File: src/rtl/snd_tmr_pkg.sv
package snd_tmr_pkg;
  localparam int unsigned PHASE_W = 4;
  localparam int unsigned NUM_PHASES = 10;
  typedef logic [PHASE_W-1:0] phase_t;
  typedef logic [3:0] nib_t;
endpackage

File: src/rtl/snd_tmr_prescale.sv
module snd_tmr_prescale #(
  parameter int unsigned DIV = 512
) (
  input  logic clk_i,
  input  logic rst_ni,
  input  logic en_i,
  output logic wrap_o
);
  localparam int unsigned W = (DIV > 1) ? $clog2(DIV) : 1;
  localparam logic [W-1:0] LAST = W'(DIV - 1);

  logic [W-1:0] cnt_q;

  assign wrap_o = en_i && (cnt_q == LAST);

  always_ff @(posedge clk_i or negedge rst_ni) begin
    if (!rst_ni)     cnt_q <= '0;
    else if (wrap_o) cnt_q <= '0;
    else if (en_i)   cnt_q <= cnt_q + 1'b1;
  end
endmodule

File: src/rtl/snd_tmr_decade.sv
module snd_tmr_decade
  import snd_tmr_pkg::*;
(
  input  logic   clk_i,
  input  logic   rst_ni,
  input  logic   step_i,
  output phase_t phase_o
);
  // divide-by-2 stage feeding a divide-by-5 stage
  logic       half_q;
  logic [2:0] quin_q;

  always_ff @(posedge clk_i or negedge rst_ni) begin
    if (!rst_ni) begin
      half_q <= 1'b0;
      quin_q <= '0;
    end else if (step_i) begin
      half_q <= ~half_q;
      if (half_q) quin_q <= (quin_q == 3'd4) ? 3'd0 : quin_q + 3'd1;
    end
  end

  assign phase_o = {quin_q, half_q};
endmodule

File: src/rtl/snd_tmr_pattern.sv
module snd_tmr_pattern
  import snd_tmr_pkg::*;
(
  input  phase_t phase_i,
  output nib_t   hi_o
);
  always_comb begin
    unique case (phase_i)
      4'd0:    hi_o = 4'h0;
      4'd1:    hi_o = 4'h1;
      4'd2:    hi_o = 4'h2;
      4'd3:    hi_o = 4'h3;
      4'd4:    hi_o = 4'h4;
      4'd5:    hi_o = 4'h9;
      4'd6:    hi_o = 4'hA;
      4'd7:    hi_o = 4'hB;
      4'd8:    hi_o = 4'hA;
      4'd9:    hi_o = 4'hD;
      default: hi_o = 4'h0;
    endcase
  end
endmodule

File: src/rtl/snd_timer_div.sv
module snd_timer_div
  import snd_tmr_pkg::*;
#(
  parameter int unsigned PRE_DIV = 512
) (
  input  logic       clk_i,
  input  logic       rst_ni,
  input  logic       tick_en_i,
  input  logic [3:0] lo_nibble_i,
  output logic [7:0] port_o,
  output logic [3:0] phase_o
);
  logic   step;
  phase_t phase;
  nib_t   hi;

  snd_tmr_prescale #(.DIV(PRE_DIV)) u_pre (
    .clk_i  (clk_i),
    .rst_ni (rst_ni),
    .en_i   (tick_en_i),
    .wrap_o (step)
  );

  snd_tmr_decade u_dec (
    .clk_i   (clk_i),
    .rst_ni  (rst_ni),
    .step_i  (step),
    .phase_o (phase)
  );

  snd_tmr_pattern u_pat (
    .phase_i (phase),
    .hi_o    (hi)
  );

  assign port_o  = {hi, lo_nibble_i};
  assign phase_o = phase;
endmodule

File: config.mk
export PLATFORM = sky130hd
export DESIGN_NAME = snd_timer_div
export DESIGN_NICKNAME = d
export VERILOG_FILES = /design/src/rtl/snd_tmr_pkg.sv /design/src/rtl/snd_tmr_prescale.sv /design/src/rtl/snd_tmr_decade.sv /design/src/rtl/snd_tmr_pattern.sv /design/src/rtl/snd_timer_div.sv
export SDC_FILE = /design/constraint.sdc
export NUM_CORES = 1
export LEC_CHECK = 0
export BUFFER_PORTS_ARGS = -buffer_cell sky130_fd_sc_hd__buf_2
export CAP_MARGIN = 25
export CORE_MARGIN = 4
export CORE_UTILIZATION = 50
export CTS_CLUSTER_SIZE = 14
export DETAILED_ROUTE_END_ITERATION = 8
export PLACE_DENSITY = 0.85
export SYNTH_ARGS = -nofsm -noshare
export SYNTH_HDL_FRONTEND = slang
export SYNTH_HIERARCHICAL = 1
export SYNTH_SLANG_ARGS = --single-unit
File: constraint.sdc
create_clock -name clk_i -period 1.78 [get_ports clk_i]
set_input_delay 0.267 -clock clk_i [delete_from_list [all_inputs] [get_ports clk_i]]
set_output_delay 0.267 -clock clk_i [all_outputs]
set_load 0.05 [all_outputs]
# [Word level (Yosys, flattened, before mapping)]
# Memories as Yosys holds them, arrays and structs flattened.
# Cells that the tools add are included.
# W data, S select, Z words.
[word_totals] inputBits=7 latchBits=0 output_inout_bits=12 mem_bits_rw=0 n_memories=1 register_bits=13 romBits=64
[classes] multipliers=0 n_eq_ne=2 n_addsub=2 div_mod_pow=0 magnitude_cmp=0 mux=3 n_reduce_logical=3 bitwise_logic=1 n_shift=0
[mem_list] name="(name not given)" depth=16 word_bits=4 read_ports=1 rd_ports_with_merged_regs=0 write_ports=0 line_no="snd_tmr_pattern.sv:8" rtl="unique case (phase_i)"
[ops] op="$mux W9" n=2
[ops] op="$add A9 B1 Y9 const B" n=1
[ops] op="$eq A9 B9 Y1 const B" n=1
[ops] op="$add A3 B1 Y3 const B" n=1
[ops] op="$eq A3 B3 Y1 const B" n=1
[ops] op="$mux W3" n=1
[ops] op="$reduce_and A2 Y1" n=1
[ops] op="$reduce_bool A2 Y1" n=1
[ops] op="$logic_and A1 B1 Y1" n=1
[ops] op="$not A1 Y1" n=1

# [Depth between registers and ports, before layout]
# Gate-level depths: netlist (run 1).
[logic_depth] depth_word=3 depth_mapped=9 depth_no_buf=9

# [Cells and area by module]
# Netlist (run 1), hierarchy kept.
[modules_own_cells] module="snd_tmr_prescale" seq_area_each_um2=225.2 area_each_um2=467.9 cells_each=48 n_inst=1
[modules_own_cells] module="snd_tmr_decade" seq_area_each_um2=100.1 area_each_um2=203.9 cells_each=18 n_inst=1
[modules_own_cells] module="snd_tmr_pattern" seq_area_each_um2=0.0 area_each_um2=63.8 cells_each=10 n_inst=1
[modules_own_cells] module="snd_timer_div" seq_area_each_um2=0.0 area_each_um2=30.0 cells_each=4 n_inst=1

# [Worst setup path before layout (run 1)]
# No wires, ideal clock.
[synth_timing] path_type="flip-flop to output port" startpoint="reg u_dec.quin_q[2]" endpoint="out port_o[6]" slack_ns=-0.541 stages_incl_launch_ff=3 arrival_time_ns=2.054 n_path_buf=0 required_ns=1.513 path_cell_list="dfrtp_1 -> nand2b_1 -> o31ai_1"
[synth_between] elab_chain_len=1
[synth_lines] element="start, declared" line_no="snd_tmr_decade.sv:11" rtl="logic [2:0] quin_q;"
[synth_lines] element="start signal, assigned" line_no="snd_tmr_decade.sv:19" rtl="if (half_q) quin_q <= (quin_q == 3'd4) ? 3'd0 : quin_q + 3'd1;"
[synth_lines] element="$mem_v2 Z16 W4"
[synth_lines] element="end, declared" line_no="snd_timer_div.sv:10" rtl="output logic [7:0] port_o,"
# Every way passes these cells.

# [Final worst setup path (run 1)]
[layout_timing] startpoint="reg u_dec.quin_q[2]" endpoint="out port_o[5]"
# Same word-level chain as after synthesis.

==> flow_summary_export.csv, run 1 <==
group,metric,value,unit
worst_setup_path,max_stage_delay,0.44,ns
global_routing,grt_first_pass_wirelength,2.352,mm
detailed_routing,ant_nets,0,
floorplanning,die_h,47.14,um
outcome,status,"finished clean",
placement,dp_slack,0.09679,ns
clocking,clock_path_buffers,2,
clocking,clkTransAtPathRegs,0.07,ns
timing,rsz0062_at_grt,"no",
floorplanning,rows,13,
timing,setup_viol,0,
global_routing,track_usage,15.17,%
worst_setup_path,crit_chain,"or3b_1, o22ai_2, buf_4",
synthesis,synth_ff_type,"dfrtp_1",
timing,slew_viol_final,0,
synthesis,synthCells,80,
synthesis,syn_nets,91,
detailed_routing,drt_pass1_iterations,4,
power,p_leak,0.4266,nW
cells_and_area,layoutNonFillerInstCount,109,
synthesis,yosysSeqAreaShare,42.48,%
detailed_routing,wl_per_cell,13.18,um
worst_setup_path,r2r_start,"u_pre/cnt_q[1]",
min_path,min_to,"u_pre/cnt_q[8]",
worst_setup_path,worstPathArrival,1.46,ns
synthesis,ys_async_sr_fraction,100.0,%
worst_setup_path,slowest_stage,"dfrtp_2",
timing,max_slew.worst_pin.slew,0.3308,ns
placement,placed_cell_area,834.6,um^2
min_path,holdCritStartpoint,"tick_en_i",
synthesis,synth_area,765.7,um^2
clocking,numCtsBuffers,3,
worst_setup_path,critPathKind,"flop to primary output",
cells_and_area,layout_commonest_cell,"dfrtp_1",
timing,skew,0.0008119,ns
timing,post-route-min-period,1.724,ns
worst_setup_path,r2r-end,"u_dec/quin_q[0]",
timing,final.setup.worst_slack,0.05635,ns
clocking,clock_sinks,13,
min_path,min_path_cells,2,
timing,hold_viol_final,0,
detailed_routing,drt-total-wl,1.437,mm
floorplanning,die_area,2222,um^2
synthesis,ys_warn_count,6,
clocking,htreeDepth,1,
cells_and_area,mostFrequentLayoutCells,"dfrtp_1 (12), buf_2 (8), inv_1 (8)",
power,p_per_area,905.7,nW/um^2
placement,hpwl,1.109,mm
detailed_routing,vias,604,
worst_setup_path,ff2ff_path_depth,8,
global_routing,grt_pass1_vias,565,
detailed_routing,drtIter0Drc,13,
worst_setup_path,crit_path_start_kind,"flop",
placement,io_buffer_count,10,
clocking,insertion_delay,0.27,ns
synthesis,avgSynthCellArea,9.572,um^2
detailed_routing,viasPerCell,5.541,
min_path,hp-class,"input pin to flop",
worst_setup_path,r2r_setup_slack,0.14,ns
timing,fin_crit_sh,96.83,%
global_routing,antenna_found_initial,0,
cells_and_area,antenna_cells,0,
cells_and_area,syn_to_final_growth,15.69,%
synthesis,synth_seq_cells,13,
synthesis,synth_cell_types,30,
global_routing,grt_max_degree,14,
cells_and_area,finalInstanceArea,885.9,um^2
clocking,ctsRootBufferMaster,"clkbuf_4",
worst_setup_path,required,1.51,ns
worst_setup_path,cp_max_fo,9,
worst_setup_path,endpoint_kind,"primary output",
run,maxCapViolCount,0,
floorplanning,initial_core_util,56.04,%
placement,gp_congestion,0.7353,
floorplanning,die_x,47.14,um
cells_and_area,drive_gt1_share,29.79,%
floorplanning,core,1366,um^2
global_routing,grt_overflow,0,
synthesis,synth_edf_count,0,
timing,max_freq,580.2,MHz
cells_and_area,layout.nets,106,
floorplanning,io_pins,19,
placement,dp.cells,103,
clocking,cts_tree,"done",
timing,slew_headroom,77.95,%
detailed_routing,drc,0,
power,ir_drop,0.6058,mV
kinds of logic after synthesis:
family,synth area share [%]
AO/OA/AOI/OAI,15.03
XOR/XNOR,2.288
adder cells (fa/ha/maj),6.536
buffers and inverters,9.477
flip-flops,42.48
multiplexers,4.248
AND/OR/NAND/NOR,19.94
power breakdown:
part	internal (mW)	total, mW	switching (mW)
sequential	0.364	0.439	0.0747
clock	0.0869	0.172	0.0852
combinational	0.0920	0.191	0.0991
total	0.543	0.802	0.259
per-layer routing:
layer | part of all wire, % | up-vias | GRT usage (%) | routed length, um
met4 | 0 | 0 | 6.077 | 0
met3 | 5.9 | 0 | 7.663 | 85
met1 | 45 | 278 | 18.53 | 647
li1 | - | 309 | - | -
met5 | 0 | - | 0 | 0
met2 | 49 | 17 | 22.76 | 704
Yosys cell counts (2+ instances only):
cell	n	share of area (%)
dfrtp_1	13	42
inv_1	8	3.9
o21ai_0	7	4.6
buf_4	5	4.9
nand2_1	5	2.5
ha_1	4	6.5
nor2_1	4	2.0
nand2b_1	3	2.5
nand3_1	3	2.0
o22ai_1	3	2.5
a21oi_1	2	1.3
mux2_2	2	2.9
nand3b_1	2	2.0
or3_1	2	1.6
xor2_1	2	2.3
metrics by stage:
stage	total power, mW	utilization (%)	TNS [ns]	hold WS [ns]
after floorplan	0.5870	-	-0.1979	-0.02859
after global placement	0.6035	61.08	0	0.1642
after detailed placement	0.6265	61.08	0	0.1617
after CTS	0.8058	63.92	0	0.3218
after global routing	0.8499	64.84	0	0.3537
final	0.8023	64.84	0	0.3322
registers in the layout, summed over array words and instances, names as in the netlist:
signal / cells
u_pre/cnt_q: 9
u_dec/quin_q: 3
u_dec/half_q: 1
worst max path at each step:
stage	from	end
after floorplan	u_dec/quin_q[1]	port_o[6]
after global placement	u_pre/cnt_q[0]	u_dec/quin_q[0]
after detailed placement	u_pre/cnt_q[0]	u_dec/quin_q[0]
after CTS	u_dec/quin_q[2]	port_o[7]
after global routing	u_dec/quin_q[2]	port_o[5]
final	u_dec/quin_q[2]	port_o[5]
what timing repair did:
item / in CTS / in global routing
gates resized for setup: 1 / 3
endpoints found under the hold margin: 13 / 0
setup buffers: 0 / 1
endpoints found under the setup margin: 1 / 4
hold buffers: 1 / 0
area by class of cell:
cell class,instances,area (um^2)
fillers,108,480.5
multi-input cells,53,381.6
flip-flops and latches,13,326.6
repair buffers,16,102.6
inverters,8,30.03
clock buffers,4,26.28
well taps,15,18.77
worst max-delay path, delay by kind of cell, from the launching register on:
| kind | cells | cell delay [ns] |
|---|---|---|
| AOI/OAI and AO/OA | 1 | 0.12 |
| buffers and inverters | 1 | 0.22 |
| and+or+nand+nor | 1 | 0.40 |
| DFF | 1 | 0.44 |
Power figures use the tool's default switching activity.
==> run 2: changes to the inputs <==
--- a/config.mk
+++ b/config.mk
@@ -5,14 +5,14 @@
 export SDC_FILE = /design/constraint.sdc
 export NUM_CORES = 1
 export LEC_CHECK = 0
+export ABC_CLOCK_PERIOD_IN_PS = 1780
 export BUFFER_PORTS_ARGS = -buffer_cell sky130_fd_sc_hd__buf_2
 export CAP_MARGIN = 25
 export CORE_MARGIN = 4
-export CORE_UTILIZATION = 50
+export CORE_UTILIZATION = 51
 export CTS_CLUSTER_SIZE = 14
 export DETAILED_ROUTE_END_ITERATION = 8
-export PLACE_DENSITY = 0.85
+export PLACE_DENSITY = 0.86
 export SYNTH_ARGS = -nofsm -noshare
 export SYNTH_HDL_FRONTEND = slang
-export SYNTH_HIERARCHICAL = 1
 export SYNTH_SLANG_ARGS = --single-unit
==> flow_summary_export.csv, run 2 <==
group,metric,value,unit
outcome,status,"finished clean",
global_routing,grt_max_degree,14,
worst_setup_path,endpoint_kind,"flop",
global_routing,antenna_found_initial,0,
worst_setup_path,cp_max_fo,4,
detailed_routing,drt-total-wl,1.608,mm
placement,placed_cell_area,898.4,um^2
min_path,holdCritStartpoint,"tick_en_i",
timing,max_slew.worst_pin.slew,0.2849,ns
global_routing,grt_first_pass_wirelength,2.553,mm
timing,slew_headroom,81.00,%
floorplanning,initial_core_util,56.92,%
synthesis,synthCells,88,
synthesis,ys_warn_count,0,
cells_and_area,finalInstanceArea,965.9,um^2
synthesis,synth.area.top_cells,"dfrtp_1 (41%), o21ai_0 (7.0%), ha_1 (6.4%), nand2_1 (5.2%), buf_4 (4.8%)",
worst_setup_path,r2r_start,"u_pre.cnt_q[0]",
power,p_per_area,954.2,nW/um^2
synthesis,synth_cell_types,29,
global_routing,track_usage,16.21,%
detailed_routing,drc,0,
synthesis,ys_async_sr_fraction,100.0,%
min_path,hp-class,"input pin to flop",
synthesis,synth.most_common_cell,"dfrtp_1",
global_routing,grt_pass1_vias,595,
floorplanning,die_h,47.28,um
floorplanning,die_x,47.28,um
cells_and_area,mostFrequentLayoutCells,"dfrtp_1 (13), buf_4 (11), nand2_1 (10)",
power,ir_drop,0.6753,mV
clocking,ctsRootBufferMaster,"clkbuf_4",
timing,setup_viol,0,
floorplanning,die_area,2235,um^2
timing,slew_viol_final,0,
detailed_routing,viasPerCell,5.941,
timing,rsz0062_at_grt,"no",
floorplanning,rows,13,
clocking,cts_tree,"done",
clocking,insertion_delay,0.27,ns
worst_setup_path,r2r_setup_slack,0.06,ns
detailed_routing,vias,707,
power,p_leak,0.4497,nW
cells_and_area,layout.nets,116,
floorplanning,core,1383,um^2
synthesis,avgSynthCellArea,8.943,um^2
clocking,clock_path_buffers,2,
placement,io_buffer_count,10,
clocking,clock_sinks,13,
cells_and_area,layout_commonest_cell,"dfrtp_1",
cells_and_area,largest_reg_flops,9,
detailed_routing,drtIter0Drc,28,
synthesis,synth_ff_type,"dfrtp_1",
timing,skew,0.01018,ns
synthesis,syn_nets,99,
worst_setup_path,r2r-end,"u_pre.cnt_q[5]",
clocking,htreeDepth,1,
clocking,clkTransAtPathRegs,0.08,ns
min_path,min_path_cells,3,
cells_and_area,reg.largest.list,"u_pre.cnt_q: 9 flops, u_dec.quin_q: 3 flops, u_dec.half_q: 1 flops",
floorplanning,io_pins,19,
timing,hold_viol_final,0,
worst_setup_path,worstPathArrival,1.93,ns
placement,gp_congestion,0.7828,
global_routing,grt_overflow,0,
min_path,min_to,"u_dec.half_q",
placement,hpwl,1.172,mm
detailed_routing,ant_nets,0,
synthesis,yosys.area.top_type_share,41.34,%
timing,fin_crit_sh,96.36,%
synthesis,synth_common_cells,"dfrtp_1 (13), nand2_1 (11), o21ai_0 (11), nand3_1 (6), buf_4 (5)",
run,maxCapViolCount,0,
power,fin_total_pwr,0.9217,mW
detailed_routing,wl_per_cell,13.51,um
clocking,numCtsBuffers,3,
synthesis,synth_edf_count,0,
worst_setup_path,ff2ff_path_depth,7,
cells_and_area,antenna_cells,0,
cells_and_area,syn_to_final_growth,22.73,%
worst_setup_path,critPathKind,"flop to flop",
synthesis,yosysSeqAreaShare,41.34,%
cells_and_area,nFillCells,100,
worst_setup_path,crit_path_start_kind,"flop",
synthesis,synth_seq_cells,13,
timing,max_freq,583.0,MHz
cells_and_area,regMostFlops,"u_pre.cnt_q",
timing,post-route-min-period,1.715,ns
cells_and_area,drive_gt1_share,30.77,%
detailed_routing,drt_pass1_iterations,4,
worst_setup_path,required,2.00,ns
cells_and_area,fin_util,69.86,%
synthesis,synth_area,787.0,um^2
synthesis,synth_top_cell_by_area,"dfrtp_1",
-- run 2: power by group --
| group | total [mW] | internal, mW | leakage, nW | switching, mW |
|---|---|---|---|---|
| logic | 0.340 | 0.138 | 0.281 | 0.203 |
| clock network | 0.175 | 0.0868 | 0.0150 | 0.0882 |
| registers | 0.406 | 0.355 | 0.153 | 0.0513 |
-- run 2: how the worst max path moves through the flow --
stage	start	end	slack [ns]	cells after the start
global route	u_pre.cnt_q[0]	u_pre.cnt_q[7]	0.008	7
global placement	u_pre.cnt_q[0]	u_pre.cnt_q[5]	0.07	7
detailed placement	u_pre.cnt_q[0]	u_pre.cnt_q[7]	0.007	7
CTS	u_dec.quin_q[1]	port_o[6]	0.004	4
floorplan	u_dec.quin_q[1]	port_o[6]	-0.06	3
finish	u_pre.cnt_q[0]	u_pre.cnt_q[5]	0.06	7
-- run 2: area by class of cell --
type / count / area (um^2) / share of cell area [%]
clock buffer: 4 / 26.28 / 2.720
tap: 15 / 18.77 / 1.943
timing repair buffer: 21 / 143.9 / 14.90
sequential: 13 / 325.3 / 33.68
inverter: 3 / 11.26 / 1.166
multi-input combinational: 63 / 440.4 / 45.60
-- run 2: kinds of logic after synthesis --
kind of cell | synth area share [%]
flops | 41.34
fa+ha+maj | 6.360
compound gates | 13.67
xor+xnor | 1.113
simple gates | 25.28
buf+inv | 8.267
mux | 3.975
-- run 2: what timing repair did --
action,in CTS,in global routing
hold buffers,1,0
gates cloned,0,0
resized for setup,4,4
buffers inserted,0,1
endpoints found under the setup margin,4,7
endpoints found under the hold margin,13,0
-- run 2: layer usage --
metal / vias up / global-route usage (%) / share of wire (%) / wire length [um]
met5: - / 0 / 0 / 0
met4: 0 / 6.630 / 1.2 / 20
met3: 4 / 6.130 / 7.2 / 115
met2: 22 / 22.99 / 46 / 744
met1: 340 / 22.01 / 45 / 728
li1: 341 / - / - / -
-- run 2: stage by stage --
stage / instances / TNS (ns) / worst slack (ns) / hold slack (ns)
2_1_floorplan: 88 / -0.06265 / -0.06265 / -0.02859
3_3_place_gp: 113 / 0 / 0.06796 / 0.1635
3_5_place_dp: 113 / 0 / 0.006763 / 0.1647
4_1_cts: 118 / 0 / 0.003625 / 0.3326
5_1_grt: 119 / 0 / 0.008202 / 0.3351
6_report: 119 / 0 / 0.06477 / 0.3356
-- run 2: critical path, cell delays in order, from the launching register on --
cell      delay, ns
dfrtp_1        0.38
ha_1           0.24
nand2_2        0.09
nor3_1         0.06
ha_2           0.20
nand2b_4       0.15
or4_1          0.46
nand3_1        0.09
